File: src/rtl/lsagen.sv
module lsagen #(
  parameter int          AW       = 16,
  parameter logic [AW-1:0] IO_LO  = 16'h0200,
  parameter logic [AW-1:0] IO_HI  = 16'h03FF
) (
  input  logic          clk,
  input  logic          rst_n,
  input  logic          op_valid,
  input  logic [15:0]   opcode,
  input  logic [AW-1:0] ip,
  input  logic [AW-1:0] dsp,
  input  logic [15:0]   tos,
  input  logic [15:0]   nos,
  input  logic          io_en,
  input  logic [7:0]    rd_even,
  input  logic [7:0]    rd_odd,
  output logic          ag_valid,
  output logic [AW-1:0] ag_addr,
  output logic          ag_word,
  output logic          ag_write,
  output logic          ag_io,
  output logic          ag_misalign,
  output logic          ag_data_nos,
  output logic [1:0]    ag_pop,
  output logic [1:0]    ag_be,
  output logic [15:0]   ag_wdata,
  output logic [15:0]   ld_value
);
  localparam logic [1:0] B_ZERO = 2'b00, B_DSP = 2'b01, B_INSN = 2'b10, B_TOS = 2'b11;

  logic          hit;
  logic [1:0]    base_sel;
  logic          is_word, is_store;
  logic [8:0]    disp;
  logic [AW-1:0] ext, off, base, addr;
  logic          io_ok;
  logic [1:0]    base_q;

  assign hit      = op_valid & ~opcode[15] & opcode[2] & opcode[0];
  assign base_sel = opcode[14:13];
  assign is_word  = opcode[12];
  assign is_store = opcode[1];
  assign disp     = opcode[11:3];
  assign ext      = base_sel[1] ? {{(AW-9){disp[8]}}, disp} : {{(AW-9){1'b0}}, disp};
  assign off      = is_word ? {ext[AW-2:0], 1'b0} : ext;

  always_comb begin
    case (base_sel)
      B_ZERO:  base = '0;
      B_DSP:   base = dsp;
      B_INSN:  base = ip + AW'(2);
      default: base = tos;
    endcase
  end

  assign addr  = base + off;
  assign io_ok = io_en & (base_sel == B_ZERO || base_sel == B_TOS)
               & (addr >= IO_LO) & (addr <= IO_HI);

  always_ff @(posedge clk) begin
    if (!rst_n) begin
      ag_valid    <= 1'b0;
      ag_addr     <= '0;
      ag_word     <= 1'b0;
      ag_write    <= 1'b0;
      ag_io       <= 1'b0;
      ag_misalign <= 1'b0;
      ag_data_nos <= 1'b0;
      ag_pop      <= 2'd0;
      ag_wdata    <= '0;
      base_q      <= B_ZERO;
    end else begin
      ag_valid <= hit;
      if (hit) begin
        ag_addr     <= addr;
        ag_word     <= is_word;
        ag_write    <= is_store;
        ag_io       <= io_ok;
        ag_misalign <= is_word & addr[0];
        ag_data_nos <= is_store & (base_sel == B_TOS);
        ag_pop      <= 2'(is_store) + 2'(base_sel == B_TOS);
        base_q      <= base_sel;
        if (is_store) begin
          if (base_sel == B_TOS) ag_wdata <= is_word ? nos : {nos[7:0], nos[7:0]};
          else                   ag_wdata <= is_word ? tos : {tos[7:0], tos[7:0]};
        end
      end
    end
  end

  always_comb begin
    ag_be = 2'b00;
    if (ag_valid && ag_write && !ag_misalign)
      ag_be = ag_word ? 2'b11 : (ag_addr[0] ? 2'b10 : 2'b01);
  end

  assign ld_value = ag_word ? {rd_odd, rd_even}
                            : {8'h00, (ag_addr[0] ? rd_odd : rd_even)};

  assert_valid_follows_R1: assert property (@(posedge clk) disable iff (!rst_n)
    ag_valid |-> $past(op_valid));
  assert_misalign_blocks_R8: assert property (@(posedge clk) disable iff (!rst_n)
    (ag_valid && ag_misalign) |-> (ag_word && ag_addr[0] && ag_be == 2'b00));
  assert_io_window_R7: assert property (@(posedge clk) disable iff (!rst_n)
    (ag_valid && ag_io) |-> (ag_addr >= IO_LO && ag_addr <= IO_HI
                             && base_q != B_DSP && base_q != B_INSN));
  assert_nos_store_R6: assert property (@(posedge clk) disable iff (!rst_n)
    (ag_valid && ag_data_nos) |-> (ag_write && ag_pop == 2'd2));
  assert_pop_range_R6: assert property (@(posedge clk) disable iff (!rst_n)
    ag_valid |-> (ag_pop != 2'd3));
  assert_load_no_be_R9: assert property (@(posedge clk) disable iff (!rst_n)
    (!ag_valid || !ag_write) |-> (ag_be == 2'b00));
endmodule

File: config.mk
export PLATFORM = sky130hd
export DESIGN_NAME = lsagen
export DESIGN_NICKNAME = d
export VERILOG_FILES = /design/src/rtl/lsagen.sv
export SDC_FILE = /design/constraint.sdc
export NUM_CORES = 1
export LEC_CHECK = 0
export BUFFER_PORTS_ARGS = -buffer_cell sky130_fd_sc_hd__buf_2
export CAP_MARGIN = 10
export CORE_MARGIN = 4
export CORE_UTILIZATION = 47
export DETAILED_ROUTE_END_ITERATION = 8
export HOLD_SLACK_MARGIN = 0.08
export PLACE_DENSITY = 0.78
export SYNTH_ARGS = -nofsm -noshare
export SYNTH_HDL_FRONTEND = slang
export SYNTH_SLANG_ARGS = --single-unit
export TNS_END_PERCENT = 1
File: constraint.sdc
create_clock -name clk -period 4.54 [get_ports clk]
set_input_delay 0.227 -clock clk [delete_from_list [all_inputs] [get_ports clk]]
set_output_delay 0.227 -clock clk [all_outputs]
set_load 0.05 [all_outputs]
==> results of run 1 <==
stage by stage:
stage | util, % | instances | instance area, um^2 | worst slack [ns] | hold slack [ns]
after CTS | 62.39 | 651 | 4239 | 1.315 | 0.3060
after global routing | 62.39 | 651 | 4239 | 1.032 | 0.3476
after detailed placement | 60.44 | 643 | 4106 | 1.016 | 0.4563
final | 62.39 | 651 | 4239 | 1.284 | 0.3120
after global placement | 60.44 | 643 | 4106 | 1.178 | 0.4500
after floorplan | - | 414 | 3284 | 1.067 | 0.3707
sequential cells by signal, summed over array words and instances (netlist names):
signal / cells
ag_misalign: 1
ag_data_nos: 1
ag_word: 1
ag_wdata: 16
ag_io: 1
ag_addr: 16
ag_valid: 1
ag_pop: 1
ag_write: 1
synthesized netlist by cell type, types with 2 or more instances:
master,n,area (um^2)
and2_1,19,118.9
a21o_1,4,30.03
a22oi_1,11,82.58
xnor2_1,10,87.58
a21boi_0,20,150.1
xor2_1,14,122.6
nand2b_1,10,62.56
nand3_1,13,65.06
ha_1,20,250.2
buf_1,4,15.01
o211a_1,11,110.1
o21a_1,3,22.52
inv_1,11,41.29
buf_2,3,15.01
clkbuf_1,19,71.32
nand4_1,4,25.02
or2_2,2,12.51
mux2i_1,13,130.1
mux2_2,15,168.9
nor2_1,11,41.29
o21ai_0,21,105.1
o21ai_1,2,10.01
a211oi_2,2,25.02
o211ai_1,5,37.54
nor3_1,4,20.02
a221oi_1,4,35.03
o21bai_2,2,22.52
nand2_1,80,300.3
nor2b_1,2,12.51
mux4_2,2,45.04
a21oi_1,14,70.07
dfxtp_1,39,780.8
worst max-delay path by stage:
stage                           from           to  slack (ns)  depth (start not counted)
final                          ip[1]        ag_io        1.28                         16
after detailed placement       ip[1]        ag_io        1.02                         16
after global routing           ip[1]  ag_addr[12]        1.03                         16
after floorplan           opcode[13]        ag_io        1.07                         18
after CTS                      ip[1]        ag_io        1.32                         16
after global placement         ip[1]        ag_io        1.18                         16
layer usage:
layer | GRT usage [%] | vias to the layer above | share of wire (%)
met5 | 0 | - | 0
met4 | 5.779 | 0 | 1.4
met3 | 4.308 | 16 | 8.1
met2 | 40.11 | 172 | 48
met1 | 29.75 | 1565 | 43
li1 | - | 1736 | -
power by group through the flow:
| stage | Sequential [mW] | Combinational, mW | Clock [mW] |
|---|---|---|---|
| floorplan | 0.390 | 0.216 | 0 |
| global placement | 0.362 | 0.349 | 0 |
| detailed placement | 0.363 | 0.353 | 0 |
| CTS | 0.355 | 0.356 | 0.349 |
| global route | 0.356 | 0.388 | 0.364 |
| finish | 0.355 | 0.358 | 0.345 |
placed cells by master, fill, tap and decap left out, types with 2 or more instances in the layout:
| master | Yosys | final |
|---|---|---|
| o211ai_1 | 5 | 5 |
| xor2_1 | 14 | 14 |
| buf_2 | 3 | 157 |
| nor2b_1 | 2 | 2 |
| a21boi_0 | 20 | 20 |
| mux2i_1 | 13 | 13 |
| a211oi_2 | 2 | 2 |
| o211a_1 | 11 | 11 |
| a21o_1 | 4 | 4 |
| clkbuf_8 | 0 | 5 |
| xnor2_1 | 10 | 10 |
| inv_1 | 11 | 11 |
| a221oi_1 | 4 | 4 |
| o21bai_2 | 2 | 2 |
| mux2_2 | 15 | 15 |
| bufinv_16 | 0 | 2 |
| nand3_1 | 13 | 13 |
| nor3_1 | 4 | 4 |
| mux4_2 | 2 | 2 |
| o21a_1 | 3 | 3 |
| nand2b_1 | 10 | 10 |
| or2_2 | 2 | 2 |
| o21ai_0 | 21 | 21 |
| ha_1 | 20 | 19 |
| a22oi_1 | 11 | 11 |
| a21oi_1 | 14 | 14 |
| buf_4 | 1 | 3 |
| dfxtp_1 | 39 | 39 |
| o21ai_1 | 2 | 2 |
| nor2_1 | 11 | 11 |
| nand4_1 | 4 | 4 |
| nand2_1 | 80 | 80 |
| and2_1 | 19 | 19 |
cells by family (layout without fill, tap and decap cells):
group | after synthesis | in the layout | synth area share [%]
buffers and inverters | 38 | 179 | 4.571
AND/OR/NAND/NOR | 155 | 155 | 22.67
flip-flops | 39 | 39 | 23.77
XOR/XNOR | 24 | 24 | 6.400
AO/OA/AOI/OAI | 107 | 107 | 23.89
multiplexers | 30 | 30 | 10.48
adder cells (fa/ha/maj) | 21 | 21 | 8.229
area by class of cell:
cell class | instances | area share [%]
multi-input combinational | 337 | 55.58
timing repair buffer | 160 | 19.07
sequential | 39 | 18.42
tap | 96 | 2.834
clock buffer | 6 | 1.712
clock inverter | 2 | 1.417
inverter | 11 | 0.9740
critical path, cell delays in order:
cell and delay [ns]:
buf_2 0.12, ha_1 0.19, nand3_1 0.16, or2_2 0.38, xnor2_1 0.13, a221oi_1 0.26, a21oi_1 0.09, ha_1 0.38
a21oi_1 0.22, nand2_1 0.08, o211a_1 0.22, o31ai_1 0.37, a21boi_1 0.15, xor2_1 0.21, nor2_1 0.07, a31o_1 0.20
==> flow_summary_export.csv, run 1 <==
group,metric,value,unit
global_route,overflow,0,
cells_and_area,syn2layout_area_growth,29.07,%
routing,dr.first_iter.drc_count,214,
routing,drc,0,
die,fp-row-count,30,
power,clkPwrFrac,32.6,%
min_path,hold_path_class,"primary input to register",
routing,finalWirelength,10.22,mm
synthesis,synth-seq-cells,39,
synthesis,syn_area,3284,um^2
min_path,hp-start,"nos[5]",
synthesis,ys_seq_area_share,23.77,%
synthesis,syn_area_per_cell,7.933,um^2
power,power_density,249.5,nW/um^2
setup_path,regToRegSetupSlack,3.70,ns
cells_and_area,regArea,780.7,um^2
min_path,whs_endpoint,"ag_wdata[5]",
setup_path,critPathKind,"primary input to register",
outcome,status,"complete, no violations",
power,pwr-share-comb,33.9,%
sta,slew_headroom,45.32,%
place,place_congestion,0.8733,
sta,fin_crit,3.256,ns
setup_path,rr_worst_depth,2,
synthesis,synth-edff-count,0,
clock_tree,clk_pin_slew,0.08,ns
clock_tree,cts_tree,"done",
sta,fin_skew,0,ns
routing,ant_nets,0,
clock_tree,cts_root_buf,"clkbuf_8",
global_route,track_usage,23.27,%
synthesis,netlist_instances,414,
power,p_seq_share,33.5,%
clock_tree,post_cts_buffers,0,
routing,viasPerCell,5.359,
setup_path,r2r-start,"ag_word",
synthesis,synthArstFlopShare,0,%
power,power.total,1.058,mW
sta,tightest_slew,0.8202,ns
setup_path,crit_fanout,5,
synthesis,synth_ff_type,"dfxtp_1",
routing,num_vias,3489,
power,ir_worst_vdd,0.0001458,V
synthesis,yosys_warnings,0,
place,hpwl,8.263,mm
routing,drt-pass1-iter-count,5,
clock_tree,htreeDepth,2,
die,initial_core_util,48.34,%
clock_tree,cts_resized,0,
global_route,grt_pass1_wl,15.91,mm
place,io_buffer_count,157,
die,coreArea,6794,um^2
clock_tree,cts_hold_buf,0,
clock_tree,worstSkewPairLatency,0.29,ns
sta,setup_viol,0,
sta,setup-tns-final,0,ns
clock_tree,cts_buffer_depth,2,
setup_path,end_kind,"register",
clock_tree,clkSinkCount,39,
min_path,whs_path_depth,4,
global_route,grt_pass1_vias,3264,
die,die-width,91.60,um
setup_path,required,4.72,ns
die,io_pins,158,
cells_and_area,drive_gt1_share,34.95,%
synthesis,ys_types,52,
global_route,grt_max_degree,40,
synthesis,syn-num-nets,535,
sta,drv_slew,0,
sta,rsz0062_at_grt,"false",
power,p_sw_share,32.56,%
cells_and_area,diodes,0,
die,die_height,91.60,um
cells_and_area,nets,675,
routing,wl_per_cell,15.70,um
clock_tree,numCtsBuffers,5,
cells_and_area,multi_input_area,2356,um^2
power,switchingPower,0.3444,mW
setup_path,cp.arrival,3.44,ns
sta,hold_viol_final,0,
power,p_int,0.7133,mW
setup_path,critPathLaunchType,"primary input",
power,p_leak,2.139,nW
sta,fmax,307.2,MHz
run,maxCapViolCount,0,
sta,fin_crit_sh,71.71,%
cells_and_area,fillCellCount,609,
setup_path,r2r-end,"ag_word",
global_route,antenna_found_initial,0,
die,dieArea,8390,um^2
Note: power is estimated with default switching activity, not from simulation.
==> run 2, diff against run 1 <==
--- a/config.mk
+++ b/config.mk
@@ -8,10 +8,10 @@
 export BUFFER_PORTS_ARGS = -buffer_cell sky130_fd_sc_hd__buf_2
 export CAP_MARGIN = 10
 export CORE_MARGIN = 4
-export CORE_UTILIZATION = 47
+export CORE_UTILIZATION = 43
 export DETAILED_ROUTE_END_ITERATION = 8
 export HOLD_SLACK_MARGIN = 0.08
-export PLACE_DENSITY = 0.78
+export PLACE_DENSITY = 0.75
 export SYNTH_ARGS = -nofsm -noshare
 export SYNTH_HDL_FRONTEND = slang
 export SYNTH_SLANG_ARGS = --single-unit
==> constraint.sdc (replaced) <==
create_clock -name clk -period 2.7 [get_ports clk]
set_input_delay 0.135 -clock clk [delete_from_list [all_inputs] [get_ports clk]]
set_output_delay 0.135 -clock clk [all_outputs]
set_load 0.05 [all_outputs]
==> run 2 against run 1 <==
  * Clock skew unchanged
  * Via count up 8.4%
  * Final cell count rose by 9.4%
  * Wire length increased by 12%
  * Critical path depth fell by 1
  * Power is 77% higher
  * Critical endpoint unchanged
  * Highest routed layer unchanged
==> flow_summary_export.csv, run 2 (same netlist as run 1, synthesis figures left out) <==
group,metric,value,unit
sta,fin_skew,0,ns
sta,setup_slack,0.01854,ns
sta,setup_viol,0,
power,p_seq_share,31.8,%
routing,wl_per_cell,16.09,um
die,die-width,95.40,um
cells_and_area,reg_top3,"ag_addr x16, ag_wdata x16",
die,io_pins,158,
routing,viasPerCell,5.313,
clock_tree,clk_pin_slew,0.08,ns
routing,drt-pass1-iter-count,5,
routing,drc,0,
sta,fin_crit_sh,99.31,%
cells_and_area,diodes,0,
sta,rsz0062_at_grt,"true",
power,p_sw_share,34.70,%
power,ir_worst_vdd,0.0001763,V
power,pwr-share-comb,41.8,%
min_path,hold_path_class,"primary input to register",
clock_tree,numCtsBuffers,5,
global_route,overflow,0,
sta,tightest_slew,0.8417,ns
power,p_leak,2.460,nW
global_route,antenna_found_initial,0,
clock_tree,htreeDepth,2,
cells_and_area,layout_common_cells,"buf_2, nand2_1, buf_4",
setup_path,required,2.90,ns
place,pre_cts_slack,-0.4582,ns
global_route,grt_pass1_vias,3731,
run,maxCapViolCount,0,
routing,dr.first_iter.drc_count,201,
die,initial_core_util,44.80,%
clock_tree,cts_buffer_depth,2,
place,place_congestion,0.9181,
sta,fin_crit,2.681,ns
global_route,grt_pass1_wl,16.85,mm
power,p_int,1.225,mW
sta,setup-tns-final,0,ns
clock_tree,clkSinkCount,39,
min_path,whs_path_depth,4,
cells_and_area,syn2layout_area_growth,48.72,%
clock_tree,cts_root_buf,"clkbuf_8",
sta,fmax,372.9,MHz
die,coreArea,7331,um^2
place,hpwl,9.442,mm
sta,slew_headroom,43.89,%
outcome,status,"complete, no violations",
clock_tree,cts_tree,"done",
setup_path,crit_fanout,3,
power,switchingPower,0.6506,mW
clock_tree,worstSkewPairLatency,0.29,ns
setup_path,critPathLaunchType,"primary input",
sta,fin_hold_ws,0.2114,ns
routing,finalWirelength,11.46,mm
setup_path,end_kind,"register",
global_route,track_usage,23.45,%
routing,ant_nets,0,
global_route,grt_max_degree,40,
die,dieArea,9100,um^2
power,clkPwrFrac,26.5,%
cells_and_area,mostFrequentLayoutCell,"buf_2",
place,io_buffer_count,157,
die,die_height,95.40,um
power,power_density,383.9,nW/um^2
setup_path,rr_worst_depth,2,
die,fp-row-count,31,
cells_and_area,drive_gt1_share,46.17,%
sta,hold_viol_final,0,
cells_and_area,nets,733,
sta,drv_slew,0,
routing,num_vias,3783,
setup_path,cp.arrival,2.88,ns
setup_path,critPathKind,"primary input to register",
-- run 2: routing by layer --
metal,global-route usage (%),share of wire (%),vias to the layer above
met5,0,0,-
met4,5.687,1.2,0
met3,4.183,8.7,11
met2,44.55,51,159
met1,26.90,39,1757
li1,-,-,1856
-- run 2: final timing paths --
check	from	to	slack [ns]
setup / recovery	ip[2]	ag_io	0.02
hold / removal	nos[3]	ag_wdata[3]	0.21
setup reg to reg	ag_word	ag_word	1.91
hold reg to reg	ag_addr[14]	ag_addr[14]	0.45
-- run 2: area by class of cell --
cell class              count  area (um^2)
flip-flops and latches     39        780.7
multi-input cells         337         2555
inverters                  11        41.29
clock inverters             3        43.79
repair buffers            218         1271
clock buffers               5        68.82
well taps                  99        123.9
fillers                   634         2446
-- run 2: critical path, cell delays in order --
cell      delay, ns
buf_8          0.10
ha_4           0.16
buf_4          0.13
xor2_1         0.15
a221oi_2       0.27
a21oi_2        0.06
ha_1           0.36
o211ai_1       0.28
a21oi_4        0.07
o211a_1        0.28
o31ai_4        0.29
a21oi_2        0.09
xor2_1         0.22
nor2_1         0.07
a31o_1         0.21
-- run 2: through the flow --
stage	std cells	area (um^2)	utilization (%)	power [mW]
3_3_place_gp	702	4576	62.42	1.325
2_1_floorplan	414	3378	-	1.037
4_1_cts	710	4716	64.33	1.838
5_1_grt	712	4885	66.63	1.964
3_5_place_dp	702	4576	62.42	1.340
6_report	712	4885	66.63	1.875
-- run 2: timing repair --
item	in CTS	in global routing
hold buffers	0	0
cloned	0	0
gates resized for setup	9	35
setup buffers	0	2
pin swaps	2	27
endpoints found under the setup margin	4	8
-- run 2: power groups by stage --
stage	logic [mW]	registers, mW	clock network, mW
2_1_floorplan	0.382	0.656	0
3_3_place_gp	0.716	0.609	0
3_5_place_dp	0.731	0.610	0
4_1_cts	0.740	0.596	0.502
5_1_grt	0.842	0.598	0.525
6_report	0.783	0.596	0.496
==> run 3, diff against run 2 <==
==> constraint.sdc (replaced) <==
create_clock -name clk -period 2.7 [get_ports clk]
set_input_delay 0.81 -clock clk [delete_from_list [all_inputs] [get_ports clk]]
set_output_delay 0.81 -clock clk [all_outputs]
set_load 0.05 [all_outputs]
==> run 3 against run 2 <==
  * The run now ends with negative setup slack left
  * Global-route usage grew 2.5 points
  * First-iteration DRC count grew 34%
  * Hold slack gained 0.25 ns
  * Combinational power grew 18%
  * Design area grew 9.5%
  * Power grew 7.9%
  * Setup slack lost 0.72 ns
  * Register-to-register slack gained 0.03 ns
  * Die area is the same
  * Sequential share of layout area shrank 1.4 points
  * Core utilization grew 6.3 points
  * Critical path type unchanged
  * Largest cell class unchanged
  * Highest routed layer unchanged
==> flow_summary_export.csv, run 3 (same netlist as run 1, synthesis figures left out) <==
group,metric,value,unit
setup_path,r2r-start,"ag_addr[15]",
global_route,grt_pass1_wl,18.55,mm
routing,ant_nets,0,
sta,slew_headroom,73.23,%
setup_path,crit_fanout,7,
sta,fin_skew,0,ns
sta,drv_slew,0,
clock_tree,cts_buffer_depth,2,
power,power_density,378.2,nW/um^2
setup_path,endpoint,"ag_addr[15]",
setup_path,cp.arrival,3.60,ns
setup_path,end_kind,"register",
clock_tree,clk_pin_slew,0.08,ns
run,maxCapViolCount,0,
die,initial_core_util,44.80,%
place,placed_cell_area,4723,um^2
power,p_int,1.297,mW
die,die_height,95.40,um
power,clkPwrFrac,24.9,%
sta,setup_slack,-0.7018,ns
cells_and_area,layout_common_cells,"buf_2, buf_4, nand2_1",
die,io_pins,158,
global_route,grt_pass1_vias,4007,
cells_and_area,drive_gt1_share,52.48,%
clock_tree,numCtsBuffers,5,
clock_tree,cts_tree,"done",
global_route,grt_max_degree,39,
place,io_buffer_count,157,
setup_path,crit_chain,"buf_6 -> inv_2 -> ha_4 -> a22oi_2 -> o21ai_2 -> ha_4 -> a211oi_4 -> o21bai_4 -> o41ai_4 -> o21bai_2 -> a221o_1 -> xor2_1 -> o21ai_1 -> and2_1",
setup_path,path_common_cell,"ha_4",
routing,finalWirelength,13.34,mm
die,fp-row-count,31,
cells_and_area,diodes,0,
power,p_sw_share,35.87,%
outcome,status,"complete, but fails checks",
cells_and_area,syn2layout_area_growth,62.82,%
setup_path,slowest_delay,0.36,ns
place,place_congestion,0.9340,
setup_path,critPathLaunchType,"primary input",
min_path,hp-start,"ag_addr[9]",
setup_path,crit_start,"opcode[14]",
die,die-width,95.40,um
clock_tree,htreeDepth,2,
sta,fmax,294.0,MHz
sta,fin_hold_ws,0.4571,ns
sta,fin_crit,3.402,ns
routing,drc,0,
setup_path,critPathBufInv,2,
routing,wl_per_cell,17.95,um
power,p_leak,2.656,nW
setup_path,r2r-end,"ag_addr[15]",
min_path,whs_path_depth,2,
cells_and_area,reg_top3,"ag_addr x16, ag_wdata x16",
cells_and_area,nets,764,
sta,fin_crit_sh,126.0,%
outcome,violations,"negative setup slack",
cells_and_area,mostFrequentLayoutCell,"buf_2",
sta,setup_viol,13,
power,p_seq_share,29.4,%
min_path,hold_path_class,"register to register",
routing,drt-pass1-iter-count,5,
setup_path,required,2.89,ns
setup_path,critical-path-slowest-cell,"o41ai_4",
global_route,track_usage,26.00,%
setup_path,rr_worst_depth,3,
global_route,overflow,0,
setup_path,regToRegSetupSlack,1.94,ns
sta,hold_viol_final,0,
die,coreArea,7331,um^2
power,pwr-share-comb,45.7,%
setup_path,critPathKind,"primary input to register",
place,hpwl,9.772,mm
global_route,antenna_found_initial,0,
setup_path,cp.depth,14,
cells_and_area,fin_area,5348,um^2
routing,viasPerCell,5.565,
routing,num_vias,4135,
power,ir_worst_vdd,0.0002558,V
power,switchingPower,0.7254,mW
sta,tightest_slew,0.4016,ns
clock_tree,cts_root_buf,"clkbuf_8",
routing,dr.first_iter.drc_count,270,
cells_and_area,fillCellCount,559,
clock_tree,cts_hold_buf,0,
clock_tree,worstSkewPairLatency,0.29,ns
cells_and_area,utilization,72.95,%
sta,rsz0062_at_grt,"true",
clock_tree,clkSinkCount,39,
die,dieArea,9100,um^2
setup_path,cp_top_family,"compound AO/OA/AOI/OAI gates",
run 3: cell types whose count changed in the layout (fill, tap and decap cells not counted), sizes merged:
cell    delta
buf       +32
clkbuf     -1
run 3: worst min-delay path by stage:
| stage | end |
|---|---|
| 4_1_cts | ag_addr[10] |
| 6_report | ag_addr[9] |
| 5_1_grt | ag_addr[10] |
| 3_5_place_dp | ag_addr[9] |
| 2_1_floorplan | ag_addr[10] |
| 3_3_place_gp | ag_addr[9] |
run 3: per-stage QoR:
stage / setup TNS, ns / power [mW] / std cells / setup slack (ns)
global placement: -9.904 / 1.340 / 720 / -1.020
detailed placement: -11.07 / 1.355 / 720 / -1.178
CTS: -4.337 / 1.899 / 733 / -0.5822
finish: -5.430 / 2.023 / 743 / -0.7018
global route: -6.643 / 2.106 / 743 / -0.7742
floorplan: -8.274 / 1.037 / 414 / -0.9075
run 3: repair_timing:
action | CTS | global route
gates resized for setup | 36 | 60
buffers inserted | 5 | 10
endpoints found under the setup margin | 13 | 13
pin swaps | 26 | 42
run 3: worst min-delay path, cell delays in order, from the launching register on:
cell	delay (ns)
dfxtp_1	0.32
nand2_1	0.05
a21boi_1	0.05
run 3: layout make-up:
class	instances	area [um^2]	share of cell area, %
multi-input cells	337	2739	51.22
repair buffers	249	1550	28.99
inverters	11	41.29	0.7721
clock buffers	5	68.82	1.287
flip-flops and latches	39	780.7	14.60
well taps	99	123.9	2.316
clock inverters	3	43.79	0.8189
run 3: power groups by stage:
stage | combinational (mW) | sequential (mW) | clock (mW)
global placement | 0.731 | 0.608 | 0
detailed placement | 0.746 | 0.609 | 0
floorplan | 0.382 | 0.656 | 0
CTS | 0.799 | 0.596 | 0.504
global route | 0.971 | 0.598 | 0.537
finish | 0.924 | 0.596 | 0.503
run 3: metal layers:
metal  wire, um  GRT usage [%]
met1       4861          28.67
met2       6803          49.33
met3       1194          4.025
met4        477          10.19
met5          0              0
